--- config.mk ---
export PLATFORM = sky130hd
export DESIGN_NAME = instr_cycle_seq
export DESIGN_NICKNAME = d
export VERILOG_FILES = /design/src/rtl/ics_pkg.sv /design/src/rtl/ics_phase_gen.sv /design/src/rtl/ics_slot_ctrl.sv /design/src/rtl/ics_pc_unit.sv /design/src/rtl/ics_ir_stage.sv /design/src/rtl/instr_cycle_seq.sv
export SDC_FILE = /design/constraint.sdc
export NUM_CORES = 1
export LEC_CHECK = 0
export CAP_MARGIN = 10
export CORE_MARGIN = 4
export CORE_UTILIZATION = 29
export CTS_CLUSTER_DIAMETER = 150
export DETAILED_ROUTE_END_ITERATION = 7
export GPL_TIMING_DRIVEN = 0
export SYNTH_ARGS = -nofsm -noshare
export SYNTH_HDL_FRONTEND = slang
export SYNTH_SLANG_ARGS = --single-unit
--- constraint.sdc ---
create_clock -name clk_i -period 2.53 [get_ports clk_i]
set_input_delay 0.506 -clock clk_i [delete_from_list [all_inputs] [get_ports clk_i]]
set_output_delay 0.506 -clock clk_i [all_outputs]
set_load 0.005 [all_outputs]
--- src/rtl/ics_pkg.sv ---
package ics_pkg;
  typedef enum logic [1:0] {
    SLOT_REAL  = 2'd0,
    SLOT_FLUSH = 2'd1,
    SLOT_OPND  = 2'd2
  } slot_e;

  typedef enum logic [1:0] {
    ACT_SEQ  = 2'd0,
    ACT_JUMP = 2'd1,
    ACT_SKIP = 2'd2,
    ACT_PAIR = 2'd3
  } act_e;
endpackage

--- src/rtl/ics_phase_gen.sv ---
module ics_phase_gen #(
  parameter int PHASES = 4
) (
  input  logic              clk_i,
  input  logic              rst_ni,
  output logic [PHASES-1:0] phase_o,
  output logic              last_o
);
  always_ff @(posedge clk_i or negedge rst_ni) begin
    if (!rst_ni) phase_o <= PHASES'(1);
    else         phase_o <= {phase_o[PHASES-2:0], phase_o[PHASES-1]};
  end

  assign last_o = phase_o[PHASES-1];
endmodule

--- src/rtl/ics_slot_ctrl.sv ---
module ics_slot_ctrl
  import ics_pkg::*;
#(
  parameter int IW     = 16,
  parameter int MARK_W = 4
) (
  input  slot_e          kind_i,
  input  logic [IW-1:0]  word_i,
  input  logic           branch_i,
  input  logic           skip_i,
  input  logic           two_word_i,
  output act_e           act_o,
  output logic           nop_o
);
  localparam logic [MARK_W-1:0] MARK = '1;

  logic stray;
  // a lone second word executes as a no-op
  assign stray = (kind_i == SLOT_REAL) && (word_i[IW-1 -: MARK_W] == MARK);
  assign nop_o = (kind_i == SLOT_FLUSH) || stray;

  always_comb begin
    act_o = ACT_SEQ;
    if (!nop_o) begin
      if (branch_i)                              act_o = ACT_JUMP;
      else if (skip_i)                           act_o = ACT_SKIP;
      else if (two_word_i && kind_i == SLOT_REAL) act_o = ACT_PAIR;
    end
  end
endmodule

--- src/rtl/ics_pc_unit.sv ---
module ics_pc_unit #(
  parameter int AW = 12
) (
  input  logic          clk_i,
  input  logic          rst_ni,
  input  logic          adv_i,
  input  logic          load_i,
  input  logic [AW-1:0] target_i,
  output logic [AW-1:0] pc_o
);
  always_ff @(posedge clk_i or negedge rst_ni) begin
    if (!rst_ni)    pc_o <= '0;
    else if (adv_i) pc_o <= load_i ? target_i : pc_o + AW'(1);
  end
endmodule

--- src/rtl/ics_ir_stage.sv ---
module ics_ir_stage
  import ics_pkg::*;
#(
  parameter int IW = 16
) (
  input  logic          clk_i,
  input  logic          rst_ni,
  input  logic          adv_i,
  input  act_e          act_i,
  input  logic [IW-1:0] fetch_word_i,
  output slot_e         kind_o,
  output logic [IW-1:0] ir_o,
  output logic [IW-1:0] opnd_o
);
  always_ff @(posedge clk_i or negedge rst_ni) begin
    if (!rst_ni) begin
      kind_o <= SLOT_FLUSH;
      ir_o   <= '0;
      opnd_o <= '0;
    end else if (adv_i) begin
      unique case (act_i)
        ACT_JUMP, ACT_SKIP: begin
          kind_o <= SLOT_FLUSH;
          ir_o   <= '0;
        end
        ACT_PAIR: begin
          kind_o <= SLOT_OPND;
          opnd_o <= fetch_word_i;
        end
        default: begin
          kind_o <= SLOT_REAL;
          ir_o   <= fetch_word_i;
        end
      endcase
    end
  end
endmodule

--- src/rtl/instr_cycle_seq.sv ---
module instr_cycle_seq
  import ics_pkg::*;
#(
  parameter int AW     = 12,
  parameter int IW     = 16,
  parameter int PHASES = 4,
  parameter int MARK_W = 4
) (
  input  logic              clk_i,
  input  logic              rst_ni,
  input  logic [IW-1:0]     fetch_word_i,
  input  logic              branch_i,
  input  logic [AW-1:0]     target_i,
  input  logic              skip_i,
  input  logic              two_word_i,
  output logic [PHASES-1:0] phase_o,
  output logic [AW-1:0]     pc_o,
  output logic [IW-1:0]     instr_o,
  output logic              instr_nop_o,
  output logic [IW-1:0]     operand_o,
  output logic              operand_vld_o
);
  logic  last;
  slot_e kind;
  act_e  act;

  ics_phase_gen #(.PHASES(PHASES)) u_phase (
    .clk_i  (clk_i),
    .rst_ni (rst_ni),
    .phase_o(phase_o),
    .last_o (last)
  );

  ics_slot_ctrl #(.IW(IW), .MARK_W(MARK_W)) u_ctrl (
    .kind_i    (kind),
    .word_i    (instr_o),
    .branch_i  (branch_i),
    .skip_i    (skip_i),
    .two_word_i(two_word_i),
    .act_o     (act),
    .nop_o     (instr_nop_o)
  );

  ics_pc_unit #(.AW(AW)) u_pc (
    .clk_i   (clk_i),
    .rst_ni  (rst_ni),
    .adv_i   (last),
    .load_i  (act == ACT_JUMP),
    .target_i(target_i),
    .pc_o    (pc_o)
  );

  ics_ir_stage #(.IW(IW)) u_ir (
    .clk_i       (clk_i),
    .rst_ni      (rst_ni),
    .adv_i       (last),
    .act_i       (act),
    .fetch_word_i(fetch_word_i),
    .kind_o      (kind),
    .ir_o        (instr_o),
    .opnd_o      (operand_o)
  );

  assign operand_vld_o = (kind == SLOT_OPND);
endmodule

---- Word-level counts from Yosys, hierarchy flattened ----
Index checks and enable logic that the tools add are counted.
cells by class
  add/subtract/negate cells ............... 1
  multipliers ............................. 0
  div/mod/pow operators ................... 0
  order comparisons ....................... 0
  equal/unequal tests ..................... 6
  shifts and indexed selects .............. 0
  muxes and demuxes ....................... 7
  bitwise gates (word level) .............. 1
  reductions and logical operators ........ 7
operators by type and width
  cell                                                  count
  one-hot mux 16 bit (2 select lines)                   1
  adder 12 x 1 -> 12 bit (second input constant)        1
  2-to-1 mux 12 bit                                     1
  2-to-1 mux 2 bit                                      4
  equality test 2 bit (second input constant)           3
  equality test 2 x 1 -> 1 bit (second input constant)  2
  equality test 4 bit (second input constant)           1
  one-hot mux 2 bit (2 select lines)                    1
  AND reduction 2 bit                                   2
  logical AND 1 bit                                     2
  zero test 2 bit                                       1
  OR reduction 2 bit                                    1
  logical OR 1 bit                                      1
  inverter 1 bit                                        1
storage, ports and cells
  bits in registers ....................... 50
  latch bits .............................. 0
  RAM bits ................................ 0
  bits in read-only memories .............. 0
  input port bits ......................... 33
  output and inout port bits .............. 50
  memories kept ........................... 0

---- Logic depth before layout (Yosys ltp) ----
Gate-level depths: netlist of run 1.
  word-level depth ........................ 9
  gate-level depth with buffers ........... 9
  mapped depth without buffers ............ 7

---- Hierarchy ----
Synthesis of run 1 repeated with hierarchy kept, for this count alone.
unflattened totals
  cells, all modules ...................... 192
  area, all modules ....................... 2432.3 um2
by module, submodules not included
  module           instances  cells each  area each (um2)  sequential area each (um2)
  ics_ir_stage     1          92          1480.2           852.1
  ics_pc_unit      1          86          748.2            300.3
  ics_phase_gen    1          5           108.9            101.3
  ics_slot_ctrl    1          7           67.6             0.0
  instr_cycle_seq  1          2           27.5             0.0

---- Worst setup path after synthesis of run 1 ----
No wires, ideal clock.
  kind .................................... input port to flip-flop
  from .................................... input two_word_i
  to ...................................... register u_pc.pc_o[9]
  setup time .............................. 126 ps
  arrival ................................. 2100 ps
  data required time ...................... 2404 ps
  slack ................................... 304 ps
  cell stages on the path ................. 8
  cells stage by stage .................... nor3b_1 -> nor2_1 -> or3_1 -> ha_1 -> buf_2 -> nand4b_1 -> or3_2 -> o311a_1
on the way
  word-level cells in the longest chain between the ends .. 7
ends and longest elaborated chain
  item                          line                   text
  from (decl)                   instr_cycle_seq.sv:15  input logic two_word_i,
  logical AND 1 bit             ics_slot_ctrl.sv:27    else if (two_word_i && kind_i == SLOT_REAL) act_o = ACT_PAIR;
  2-to-1 mux 2 bit              ics_slot_ctrl.sv:27
  2-to-1 mux 2 bit              ics_slot_ctrl.sv:26    else if (skip_i) act_o = ACT_SKIP;
  2-to-1 mux 2 bit              ics_slot_ctrl.sv:25    if (branch_i) act_o = ACT_JUMP;
  2-to-1 mux 2 bit              ics_slot_ctrl.sv:24    if (!nop_o) begin
  equality test 2 x 1 -> 1 bit  instr_cycle_seq.sv:48  .load_i (act == ACT_JUMP),
  2-to-1 mux 12 bit             ics_pc_unit.sv:13      else if (adv_i) pc_o <= load_i ? target_i : pc_o + AW'(1);
  to (signal assigned)          ics_pc_unit.sv:13
  to (decl)                     ics_pc_unit.sv:9       output logic [AW-1:0] pc_o
Every way passes these cells.
A chain may end at the register's enable or synchronous reset.

---- Worst setup path after layout of run 1 ----
Same ends and word-level chain as after synthesis.

==> results of run 1 <==
==> layout by cell type, fill, tap and decap left out, types with 2 or more instances in the layout <==
cell type and instances:
a21oi_1 11, and3_1 4, buf_2 5, buf_4 2, clkbuf_1 6, clkbuf_2 2, clkbuf_8 5, clkdlybuf4s50_1 81
dfrtp_1 48, dfstp_2 2, ha_1 4, inv_1 2, mux2_2 17, nand2_1 41, nand2b_1 2, nand3_1 8
nor2_1 10, nor2b_1 3, nor3b_1 2, o211ai_1 3, o21ai_0 22, o31ai_1 2, o41ai_1 2
==> area by class of cell <==
type,count,share of cell area
Clock inverter,2,0.0115
Multi-Input combinational cell,153,0.287
Tap cell,102,0.0379
Sequential cell,50,0.372
Inverter,3,0.00334
Buffer,13,0.0189
Clock buffer,6,0.0215
Timing Repair Buffer,83,0.248
==> metal layers <==
metal	up-vias	routed length (um)	part of all wire
li1	957	-	-
met2	65	2680	0.44
met1	957	2700	0.44
met3	4	699	0.11
met5	-	0	0
met4	0	52	0.0085
==> power groups by stage <==
stage,Sequential (mW),Clock [mW],Combinational [mW]
2_1_floorplan,0.822,0,0.0144
3_3_place_gp,0.823,0,0.0927
3_5_place_dp,0.823,0,0.0965
4_1_cts,0.807,0.598,0.0970
5_1_grt,0.808,0.626,0.106
6_report,0.807,0.571,0.0944
==> metrics by stage <==
step / setup WS, ps / hold slack, ps
final: 99.0 / 201
after global routing: 12.2 / 234
after CTS: 21.6 / 217
after detailed placement: -499 / 365
after global placement: -656 / 364
after floorplan: 304 / 210
==> kinds of logic (layout without fill, tap and decap cells) <==
group,after synthesis,in the layout,synth area share
buffers and inverters,17,107,0.0333
AOI/OAI and AO/OA,49,49,0.133
muxes,18,18,0.0879
and+or+nand+nor,82,82,0.177
adders and majority gates,4,4,0.0218
DFF,50,50,0.547
==> worst register-to-register path: stages (launching register included) <==
cell and delay, ps:
dfrtp_1 420, a41oi_1 230, nor2_1 100, or3_1 350, ha_1 220, buf_2 180, nand4b_1 170, or3_2 420
o311a_1 120
==> repair_timing <==
item | 4_1_cts | 5_1_grt
gates resized for setup | 2 | 1
pin swaps | 0 | 0
setup buffers | 0 | 0
endpoints found under the setup margin | 11 | 16
hold endpoints to repair | 0 | 0
==> worst paths after layout <==
path | from | end | cells past startpoint
max | two_word_i | u_pc.pc_o[9] | 9
min | rst_ni | u_ir.opnd_o[11] | 1
max reg2reg | u_ir.ir_o[12] | u_pc.pc_o[9] | 8
min reg2reg | u_phase.phase_o[1] | u_phase.phase_o[2] | 0
max in group asynchronous | rst_ni | u_ir.opnd_o[1] | 2
min in group clk_i | u_phase.phase_o[1] | u_phase.phase_o[2] | 0
==> sequential cells by signal, indices dropped and copies added (netlist names) <==
signal           flops
u_ir.ir_o           16
u_ir.opnd_o         16
u_pc.pc_o           12
u_phase.phase_o      4
u_ir.kind_o          2
==> metrics, run 1 <==
largest net degree at the start of global routing 27; Worst Hold Class in -> async; Clock Sinks 50; Post-Layout Cell Count 412; Initial Util 0.298; most numerous cell in the Yosys netlist dfrtp_1; Internal 1.16 mW; Die ar. 9390 um2; initial antenna violation count 0; input/output buffers 82; Clk pin slew, worst setup/hold paths roughly 90 ps; Max Freq 411 MHz; Area growth, synth to finish 47.1%; DR WL/cell 14.9 um; first-pass GRT wire length 10200 um; Clk Latency, worst-skew pair 300 ps; Synthesis Warnings 0; Pwr Total 1.47 mW; DP Cell Count 405; cells after synthesis 220; GR Util met1 0.169; slowest stage delay, CP 440 ps; gr usage total 0.135; Worst path slowest cell clkdlybuf4s50_1; critical path's top delay family simple AND/OR/NAND/NOR gates; Worst Path Required 2710 ps; fin nets 346; CTS tree built; relative slew slack 0.592; CP Capture Type flip-flop; async set-reset flop share out of synthesis 1.00; Cell Rows 32; largest fanout on the critical path 10; switching pwr 0.316 mW; CTS max path bufs 2; Worst Path Arrival approximately 2600 ps; met2 usage in global routing 0.203; Core ar. 7690 um2; final hold vios 0; top cell type's share of synthesized area 0.524; Synth Register Bits 50; clock share of power 0.388; overall routed net length 6130 um; area taken by multi-input logic gates 966 um2; Synth area leaders dfrtp_1 (52%), mux2_2 (8.4%), nand2_1 (6.7%), o21ai_0 (4.8%), a21oi_1 (2.4%); Worst-Margin Slew approximately 600 ps; # DRC 0; grt total ovfl 0; synth unique cells 42; Final period util 0.961; H-tree level count 2; Cell Pwr Density 437 nW/um2; Cell Area, Synth roughly 2300 um2; Placer Congestion approximately 0.82; RSZ-0062 raised after global routing false; DR vias/cell 4.81; design area 3370 um2; Net Sw Frac 0.215; reg-to-reg setup timing slack roughly 200 ps; share of layout cells above drive strength 1 0.129; GR Util met3 0.0721; Pleak approximately 1.5 nW; number of synthesized flops with an enable pin 0; DRT iter0 DRCs 49; final core utilization 0.438; die height 96.9 um; Ant. Diodes 0; post-synthesis net count 257; CTS Buf Count 5; maximum vdd drop 0.242 mV; critical path class in -> reg; Synth area leader dfrtp_1; busiest grt layer met2; setup TNS 0 ps; antenna-violating nets left 0; Vias 1983; DRT Pass-1 Iters 4; register area share after synthesis 0.547; max-slew violation count 0; final setup violating endpoints 0; Max-cap violations 0; vias in the first global route around 2000; placed instance area ~3300 um2; Mapped Avg Cell Area 10.4 um2; Worst Path Buf+Inv 2; Reg area 1250 um2; synth cell count leaders dfrtp_1 (48), nand2_1 (41), o21ai_0 (22), mux2_2 (17), a21oi_1 (11); I/O pin cnt 83; crit-path cells clkdlybuf4s50_1 -> nor3b_2 -> nor2_1 -> or3_1 -> ha_1 -> buf_2 -> nand4b_1 -> or3_2 -> o311a_1; Critical Path Source Type input port; dpl hpwl 4550 um; Filler Cells Inserted 765; Main synth FF type dfrtp_1; Post-CTS Hold Buffers 0; sequential share of power 0.548; combinational share of power 0.064; outcome finished, final reports clean; root buffer cell clkbuf_8; clock skew approximately 13 ps; Die W 96.9 um; minimum clock period 2430 ps
Power figures use the tool's default switching activity.
==> run 2, diff against run 1 <==
--- a/config.mk
+++ b/config.mk
@@ -11,6 +11,7 @@
 export CTS_CLUSTER_DIAMETER = 150
 export DETAILED_ROUTE_END_ITERATION = 7
 export GPL_TIMING_DRIVEN = 0
+export SKIP_CTS_REPAIR_TIMING = 1
 export SYNTH_ARGS = -nofsm -noshare
 export SYNTH_HDL_FRONTEND = slang
 export SYNTH_SLANG_ARGS = --single-unit
==> results of run 2 <==
No change in the layout: final DEF, timing and power equal those of run 1.
Main changes from that run: wire length of the first global-routing pass 10200 um -> 10300 um; via count of the first global-routing pass 1995 -> 2001
